<file path="config.mk">
export PLATFORM = sky130hd
export DESIGN_NAME = vref_source_ctrl
export DESIGN_NICKNAME = d
export VERILOG_FILES = /design/src/rtl/vref_ctrl_pkg.sv /design/src/rtl/vref_arbiter.sv /design/src/rtl/vref_tick_timer.sv /design/src/rtl/vref_seq.sv /design/src/rtl/vref_source_ctrl.sv
export SDC_FILE = /design/constraint.sdc
export NUM_CORES = 1
export LEC_CHECK = 0
export BUFFER_PORTS_ARGS = -buffer_cell sky130_fd_sc_hd__buf_2
export CAP_MARGIN = 20
export CORE_MARGIN = 8
export CORE_UTILIZATION = 58
export DETAILED_ROUTE_END_ITERATION = 8
export PLACE_DENSITY_LB_ADDON = 0.3
export SYNTH_ARGS = -nofsm -noshare
export SYNTH_HDL_FRONTEND = slang
export SYNTH_SLANG_ARGS = --single-unit
</file>
<file path="constraint.sdc">
create_clock -name clk -period 3.5 [get_ports clk]
set_input_delay 0.175 -clock clk [delete_from_list [all_inputs] [get_ports clk]]
set_output_delay 0.175 -clock clk [all_outputs]
set_load 0.005 [all_outputs]
</file>
<file path="src/rtl/vref_ctrl_pkg.sv">
package vref_ctrl_pkg;

    typedef enum logic [1:0] {
        SRC_EXT = 2'd0,
        SRC_LO  = 2'd1,
        SRC_HI  = 2'd2,
        SRC_BAT = 2'd3
    } vref_src_e;

    typedef enum logic [2:0] {
        PH_EXT      = 3'd0,
        PH_SETTLE   = 3'd1,
        PH_INT_RDY  = 3'd2,
        PH_BAT_WAIT = 3'd3,
        PH_BAT_RDY  = 3'd4
    } vref_phase_e;

    typedef struct packed {
        logic buf_sel;
        logic hi_sel;
        logic bat_sel;
    } vref_req_t;

    typedef struct packed {
        logic buf_en;
        logic buf_hi;
        logic bat_sw;
        logic bat_sw_dly;
        logic ready;
    } vref_drive_t;

    // battery request dominates; buffer level gated by battery status
    function automatic vref_src_e resolve_src(vref_req_t r, logic bat_ok);
        if (r.bat_sel)
            return SRC_BAT;
        else if (r.buf_sel)
            return (r.hi_sel && bat_ok) ? SRC_HI : SRC_LO;
        else
            return SRC_EXT;
    endfunction

    function automatic logic is_internal(vref_src_e s);
        return (s == SRC_LO) || (s == SRC_HI);
    endfunction

    // downward transitions where a fast discharge is permitted
    function automatic logic discharge_allowed(vref_src_e from_s, vref_src_e to_s,
                                               logic bat_gt_25);
        logic ok;
        ok = 1'b0;
        if (from_s == SRC_HI  && to_s == SRC_LO) ok = 1'b1;
        if (from_s == SRC_BAT && to_s == SRC_LO) ok = 1'b1;
        if (from_s == SRC_BAT && to_s == SRC_HI && bat_gt_25) ok = 1'b1;
        return ok;
    endfunction

endpackage

</file>
<file path="src/rtl/vref_arbiter.sv">
module vref_arbiter
    import vref_ctrl_pkg::*;
(
    input  vref_req_t req,
    input  logic      bat_ok,
    output vref_src_e target,
    output logic      level_clip
);
    always_comb begin
        target     = resolve_src(req, bat_ok);
        level_clip = req.buf_sel && !req.bat_sel && req.hi_sel && !bat_ok;
    end
endmodule

</file>
<file path="src/rtl/vref_tick_timer.sv">
module vref_tick_timer #(
    parameter int CNT_W = 12
) (
    input  logic             clk,
    input  logic             rst,
    input  logic             clear,
    input  logic             run,
    input  logic             tick,
    input  logic [CNT_W-1:0] limit,
    output logic             done
);
    logic [CNT_W-1:0] cnt;

    always_comb begin
        done = !clear && run && tick && (cnt == limit - CNT_W'(1));
    end

    always_ff @(posedge clk) begin
        if (rst || clear) begin
            cnt <= '0;
        end else if (run && tick) begin
            cnt <= done ? '0 : cnt + CNT_W'(1);
        end
    end

    // the count never runs past the programmed limit
    a_r8_cnt_in_range: assert property (@(posedge clk) disable iff (rst)
        run |-> (cnt < limit));
endmodule

</file>
<file path="src/rtl/vref_seq.sv">
module vref_seq
    import vref_ctrl_pkg::*;
(
    input  logic        clk,
    input  logic        rst,
    input  vref_src_e   target,
    input  logic        level_clip,
    input  logic        fast_dis_req,
    input  logic        bat_gt_25,
    input  logic        delay_done,
    output logic        change,
    output vref_phase_e phase,
    output vref_src_e   cur_src,
    output vref_drive_t drive,
    output logic        dis_en,
    output logic        lvl_err
);
    always_comb begin
        change           = (target != cur_src);
        drive.buf_en     = (phase == PH_SETTLE) || (phase == PH_INT_RDY);
        drive.buf_hi     = drive.buf_en && (cur_src == SRC_HI);
        drive.bat_sw     = (phase == PH_BAT_WAIT) || (phase == PH_BAT_RDY);
        drive.bat_sw_dly = (phase == PH_BAT_RDY);
        drive.ready      = (phase == PH_EXT) || (phase == PH_INT_RDY) ||
                           (phase == PH_BAT_RDY);
    end

    always_ff @(posedge clk) begin
        if (rst) begin
            phase   <= PH_EXT;
            cur_src <= SRC_EXT;
            dis_en  <= 1'b0;
            lvl_err <= 1'b0;
        end else begin
            if (level_clip) lvl_err <= 1'b1;
            if (change) begin
                cur_src <= target;
                dis_en  <= is_internal(target) && fast_dis_req &&
                           discharge_allowed(cur_src, target, bat_gt_25);
                case (target)
                    SRC_EXT: phase <= PH_EXT;
                    SRC_BAT: phase <= PH_BAT_WAIT;
                    default: phase <= PH_SETTLE;
                endcase
            end else if (delay_done) begin
                phase  <= (phase == PH_BAT_WAIT) ? PH_BAT_RDY : PH_INT_RDY;
                dis_en <= 1'b0;
            end
        end
    end

    a_r3_err_sticky: assert property (@(posedge clk) disable iff (rst)
        $past(lvl_err) |-> lvl_err);
    a_r7_dis_only_settling: assert property (@(posedge clk) disable iff (rst)
        dis_en |-> (drive.buf_en && !drive.ready));
    a_r8_change_drops_ready: assert property (@(posedge clk) disable iff (rst)
        (change && target != SRC_EXT) |=> !drive.ready);
    a_r4_dly_after_first: assert property (@(posedge clk) disable iff (rst)
        $rose(drive.bat_sw_dly) |-> $past(drive.bat_sw));
endmodule

</file>
<file path="src/rtl/vref_source_ctrl.sv">
module vref_source_ctrl
    import vref_ctrl_pkg::*;
#(
    parameter int BAT_DLY_US = 700,
    parameter int SETTLE_US  = 3500
) (
    input  logic clk,
    input  logic rst,
    input  logic us_tick,
    input  logic req_buf,
    input  logic req_hi,
    input  logic req_bat,
    input  logic fast_dis_req,
    input  logic bat_ok,
    input  logic bat_gt_25,
    output logic buf_en,
    output logic buf_hi,
    output logic bat_sw,
    output logic bat_sw_dly,
    output logic dis_en,
    output logic ref_ready,
    output logic lvl_err
);
    localparam int MAX_US = (BAT_DLY_US > SETTLE_US) ? BAT_DLY_US : SETTLE_US;
    localparam int CNT_W  = $clog2(MAX_US + 1);
    localparam logic [CNT_W-1:0] LIM_BAT    = CNT_W'(BAT_DLY_US);
    localparam logic [CNT_W-1:0] LIM_SETTLE = CNT_W'(SETTLE_US);

    vref_req_t   req;
    vref_src_e   target;
    vref_src_e   cur_src;
    vref_phase_e phase;
    vref_drive_t drive;
    logic        level_clip;
    logic        change;
    logic        delay_done;
    logic        timer_run;
    logic [CNT_W-1:0] timer_lim;

    always_comb begin
        req.buf_sel = req_buf;
        req.hi_sel  = req_hi;
        req.bat_sel = req_bat;
        timer_run   = (phase == PH_SETTLE) || (phase == PH_BAT_WAIT);
        timer_lim   = (phase == PH_BAT_WAIT) ? LIM_BAT : LIM_SETTLE;
    end

    vref_arbiter u_arb (
        .req        (req),
        .bat_ok     (bat_ok),
        .target     (target),
        .level_clip (level_clip)
    );

    vref_tick_timer #(.CNT_W(CNT_W)) u_tmr (
        .clk   (clk),
        .rst   (rst),
        .clear (change),
        .run   (timer_run),
        .tick  (us_tick),
        .limit (timer_lim),
        .done  (delay_done)
    );

    vref_seq u_seq (
        .clk          (clk),
        .rst          (rst),
        .target       (target),
        .level_clip   (level_clip),
        .fast_dis_req (fast_dis_req),
        .bat_gt_25    (bat_gt_25),
        .delay_done   (delay_done),
        .change       (change),
        .phase        (phase),
        .cur_src      (cur_src),
        .drive        (drive),
        .dis_en       (dis_en),
        .lvl_err      (lvl_err)
    );

    always_comb begin
        buf_en     = drive.buf_en;
        buf_hi     = drive.buf_hi;
        bat_sw     = drive.bat_sw;
        bat_sw_dly = drive.bat_sw_dly;
        ref_ready  = drive.ready;
    end

    a_r1_bat_wins: assert property (@(posedge clk) disable iff (rst)
        req_bat |=> (bat_sw && !buf_en));
    a_r2_hi_needs_bat_ok: assert property (@(posedge clk) disable iff (rst)
        (buf_hi && !$past(buf_hi)) |-> $past(bat_ok));
    a_r5_not_ready_on_enable: assert property (@(posedge clk) disable iff (rst)
        $rose(buf_en) |-> !ref_ready);
    a_r1_exclusive_paths: assert property (@(posedge clk) disable iff (rst)
        !(buf_en && bat_sw));
endmodule

</file>
==> flow_summary.ini <==
[sta]
slew_viol_final = 0
period_share_pct = 55.5
worstMarginPinSlew_ps = 1010
finalCriticalPeriod_ps = 1940
relSlewSlack_pct = 31.9
whs_ps = 119
setup_viol_count_final = 0
maxClockFrequency_mhz = 514
setup_tns_ps = 0
rsz0062_at_grt = false
finClkSkew_ps = 5.45
finalHoldViolCount = 0

[global_routing]
antenna_found_initial = 0
track_usage_pct = 14.0
gr-total-overflow = 0
grt_max_degree = 15
grt_pass1_wl_um = 3810
grt_pass1_vias = 837

[yosys]
synth_warnings = 0
synthArstFlopShare_pct = 0
synth_most_common_cell = dfxtp_1
synth_edf_count = 0
yosysUniqueCellTypes = 43
syn-cell-area_sq_um = 1040
ys_top_cells_by_count = 19 x dfxtp_1, 8 x nor3_1, 7 x nand3_1
yosys.area.top_type = dfxtp_1
synth_top_area_share_pct = 36.6
synthCells = 117
syn_avg_cell_area_sq_um = 8.88
synthTopCellsByArea = dfxtp_1 37%, xor2_1 5.1%, nor3_1 3.9%
seq_area_frac_synth_pct = 36.6
synthFlopType = dfxtp_1
syn_nets = 127
synth_seq_cells = 19

[routing]
wl_um = 2100
drtIter0Drc = 25
drc_errors = 0
wl_per_cell_um = 13.3
first_pass_iters = 4
avgViaCountPerCell = 5.88
ant_nets = 0
vias = 929

[cells_and_area]
final_nets = 144
regArea_sq_um = 380
fillers = 138
drive_above_1_share_pct = 21.8
post-route-cell-area_sq_um = 1140
multi_input_area_sq_um = 613
num_antenna_cells = 0
syn_to_final_growth_pct = 9.88

[pwr]
powerDensity_nw_per_um2 = 326
vdd_drop_max_mv = 0.240
power_uw = 372
power_frac_comb_pct = 10.4
pwr-share-seq_pct = 61.0
netSwitchingFraction_pct = 24.2
power_frac_clock_pct = 28.6
p_int_uw = 282
p_leak_uw = 0.000406
power_switching_uw = 89.8

[die]
coreArea_sq_um = 1710
dieArea_sq_um = 3400
dieHeight_um = 58.3
io_pins = 16
start_util_pct = 60.8
num_rows = 15
die_w_um = 58.3

[worst_setup_path]
worstPathRequired_ps = 3700
endpoint_kind = flop
worstPathArrival_ps = 2140
path_class = reg2reg
start_kind = flop
cp_max_fo = 14

[status]
status = complete, no violations

[clocking]
cts_resized = 0
h-tree-depth = 1
cts_root_buffer = clkbuf_4
cts_setup_buffers = 0
clk_latency_ps = 290
numCtsBuffers = 3
cts_sinks = 19
cts_hold_buf = 0
cts_tree = built
cts_buffer_depth = 2
cts.clk_slew.worst_paths_ps = 100

[place]
dpl_cell_area_sq_um = 1110
gp_congestion = 0.794
numPortBuffers = 15
hpwl_um = 1560

[worst_hold_path]
hold_class = in2reg

[flow_run]
drv_cap = 0
-- cells in the final DEF, fill, tap and decap left out, types with 2 or more instances in the layout --
| cell type | synthesis | layout |
|---|---|---|
| o21ai_0 | 4 | 4 |
| dfxtp_1 | 19 | 19 |
| nor3b_1 | 2 | 2 |
| inv_1 | 4 | 4 |
| a31oi_1 | 3 | 3 |
| nor2_1 | 6 | 6 |
| or3_1 | 4 | 4 |
| nand4_1 | 6 | 6 |
| and3_1 | 4 | 4 |
| buf_2 | 1 | 15 |
| a211oi_1 | 3 | 3 |
| xnor2_1 | 3 | 3 |
| clkbuf_4 | 0 | 3 |
| xor2_1 | 6 | 6 |
| nand3_1 | 7 | 7 |
| a21oi_1 | 3 | 3 |
| nor3_1 | 8 | 8 |
| nor2b_1 | 2 | 2 |
| o21ai_2 | 2 | 2 |
| o31ai_1 | 2 | 2 |
| nand2_1 | 5 | 5 |
-- per-layer routing --
metal / GRT usage, % / part of all wire, % / vias to the layer above
li1: - / - / 472
met1: 17.4 / 45 / 435
met2: 22.2 / 49 / 20
met3: 4.78 / 5.2 / 2
met4: 4.20 / 0.91 / 0
met5: 0 / 0 / -
-- critical path, stage by stage (launching register included) --
cell and delay (ps):
dfxtp_1 380, nor2b_1 150, a31o_2 270, o21ai_1 790, o21ba_2 260
-- state kept, by name, summed over array words and instances (netlist names) --
name / cells
u_seq.lvl_err: 1
u_seq.phase: 3
u_seq.dis_en: 1
u_seq.cur_src: 2
u_tmr.cnt: 12
-- power groups by stage --
| stage | Clock [uW] | Sequential (uW) | Combinational (uW) |
|---|---|---|---|
| 6_report | 106 | 227 | 38.7 |
| 5_1_grt | 121 | 228 | 43.3 |
| 4_1_cts | 111 | 226 | 38.8 |
| 3_5_place_dp | 0 | 231 | 38.6 |
| 3_3_place_gp | 0 | 231 | 38.4 |
| 2_1_floorplan | 0 | 230 | 24.8 |
-- path summary, 6_finish.rpt --
| kind | start | endpoint | slack [ps] | depth (start not counted) |
|---|---|---|---|---|
| min | rst | u_seq.cur_src[0] | 120 | 2 |
| max reg2reg | u_seq.cur_src[0] | u_seq.phase[2] | 1560 | 4 |
| max | u_seq.cur_src[0] | u_seq.phase[2] | 1560 | 4 |
| min reg2reg | u_seq.lvl_err | u_seq.lvl_err | 480 | 2 |
-- layout make-up --
type | instances | area share (%)
Multi-Input combinational cell | 91 | 53.7
Sequential cell | 19 | 33.3
Timing Repair Buffer | 15 | 6.58
Tap cell | 25 | 2.74
Clock buffer | 4 | 2.30
Inverter | 4 | 1.32
-- logic make-up after synthesis --
kind of cell	Yosys count	synth area share [%]
flip-flops	19	36.6
XOR/XNOR	9	7.59
AND/OR/NAND/NOR	57	33.1
AO/OA/AOI/OAI	24	17.1
adder cells (fa/ha/maj)	1	1.20
buffers and inverters	7	4.34
-- metrics by stage --
| step | setup WS, ps | utilization, % | instances |
|---|---|---|---|
| after global routing | 1450 | 66.8 | 158 |
| after floorplan | 1810 | - | 117 |
| after CTS | 1580 | 66.8 | 158 |
| after detailed placement | 1600 | 65.3 | 154 |
| final | 1560 | 66.8 | 158 |
| after global placement | 1630 | 65.3 | 154 |
No activity file was read; power rests on OpenSTA's default activity.
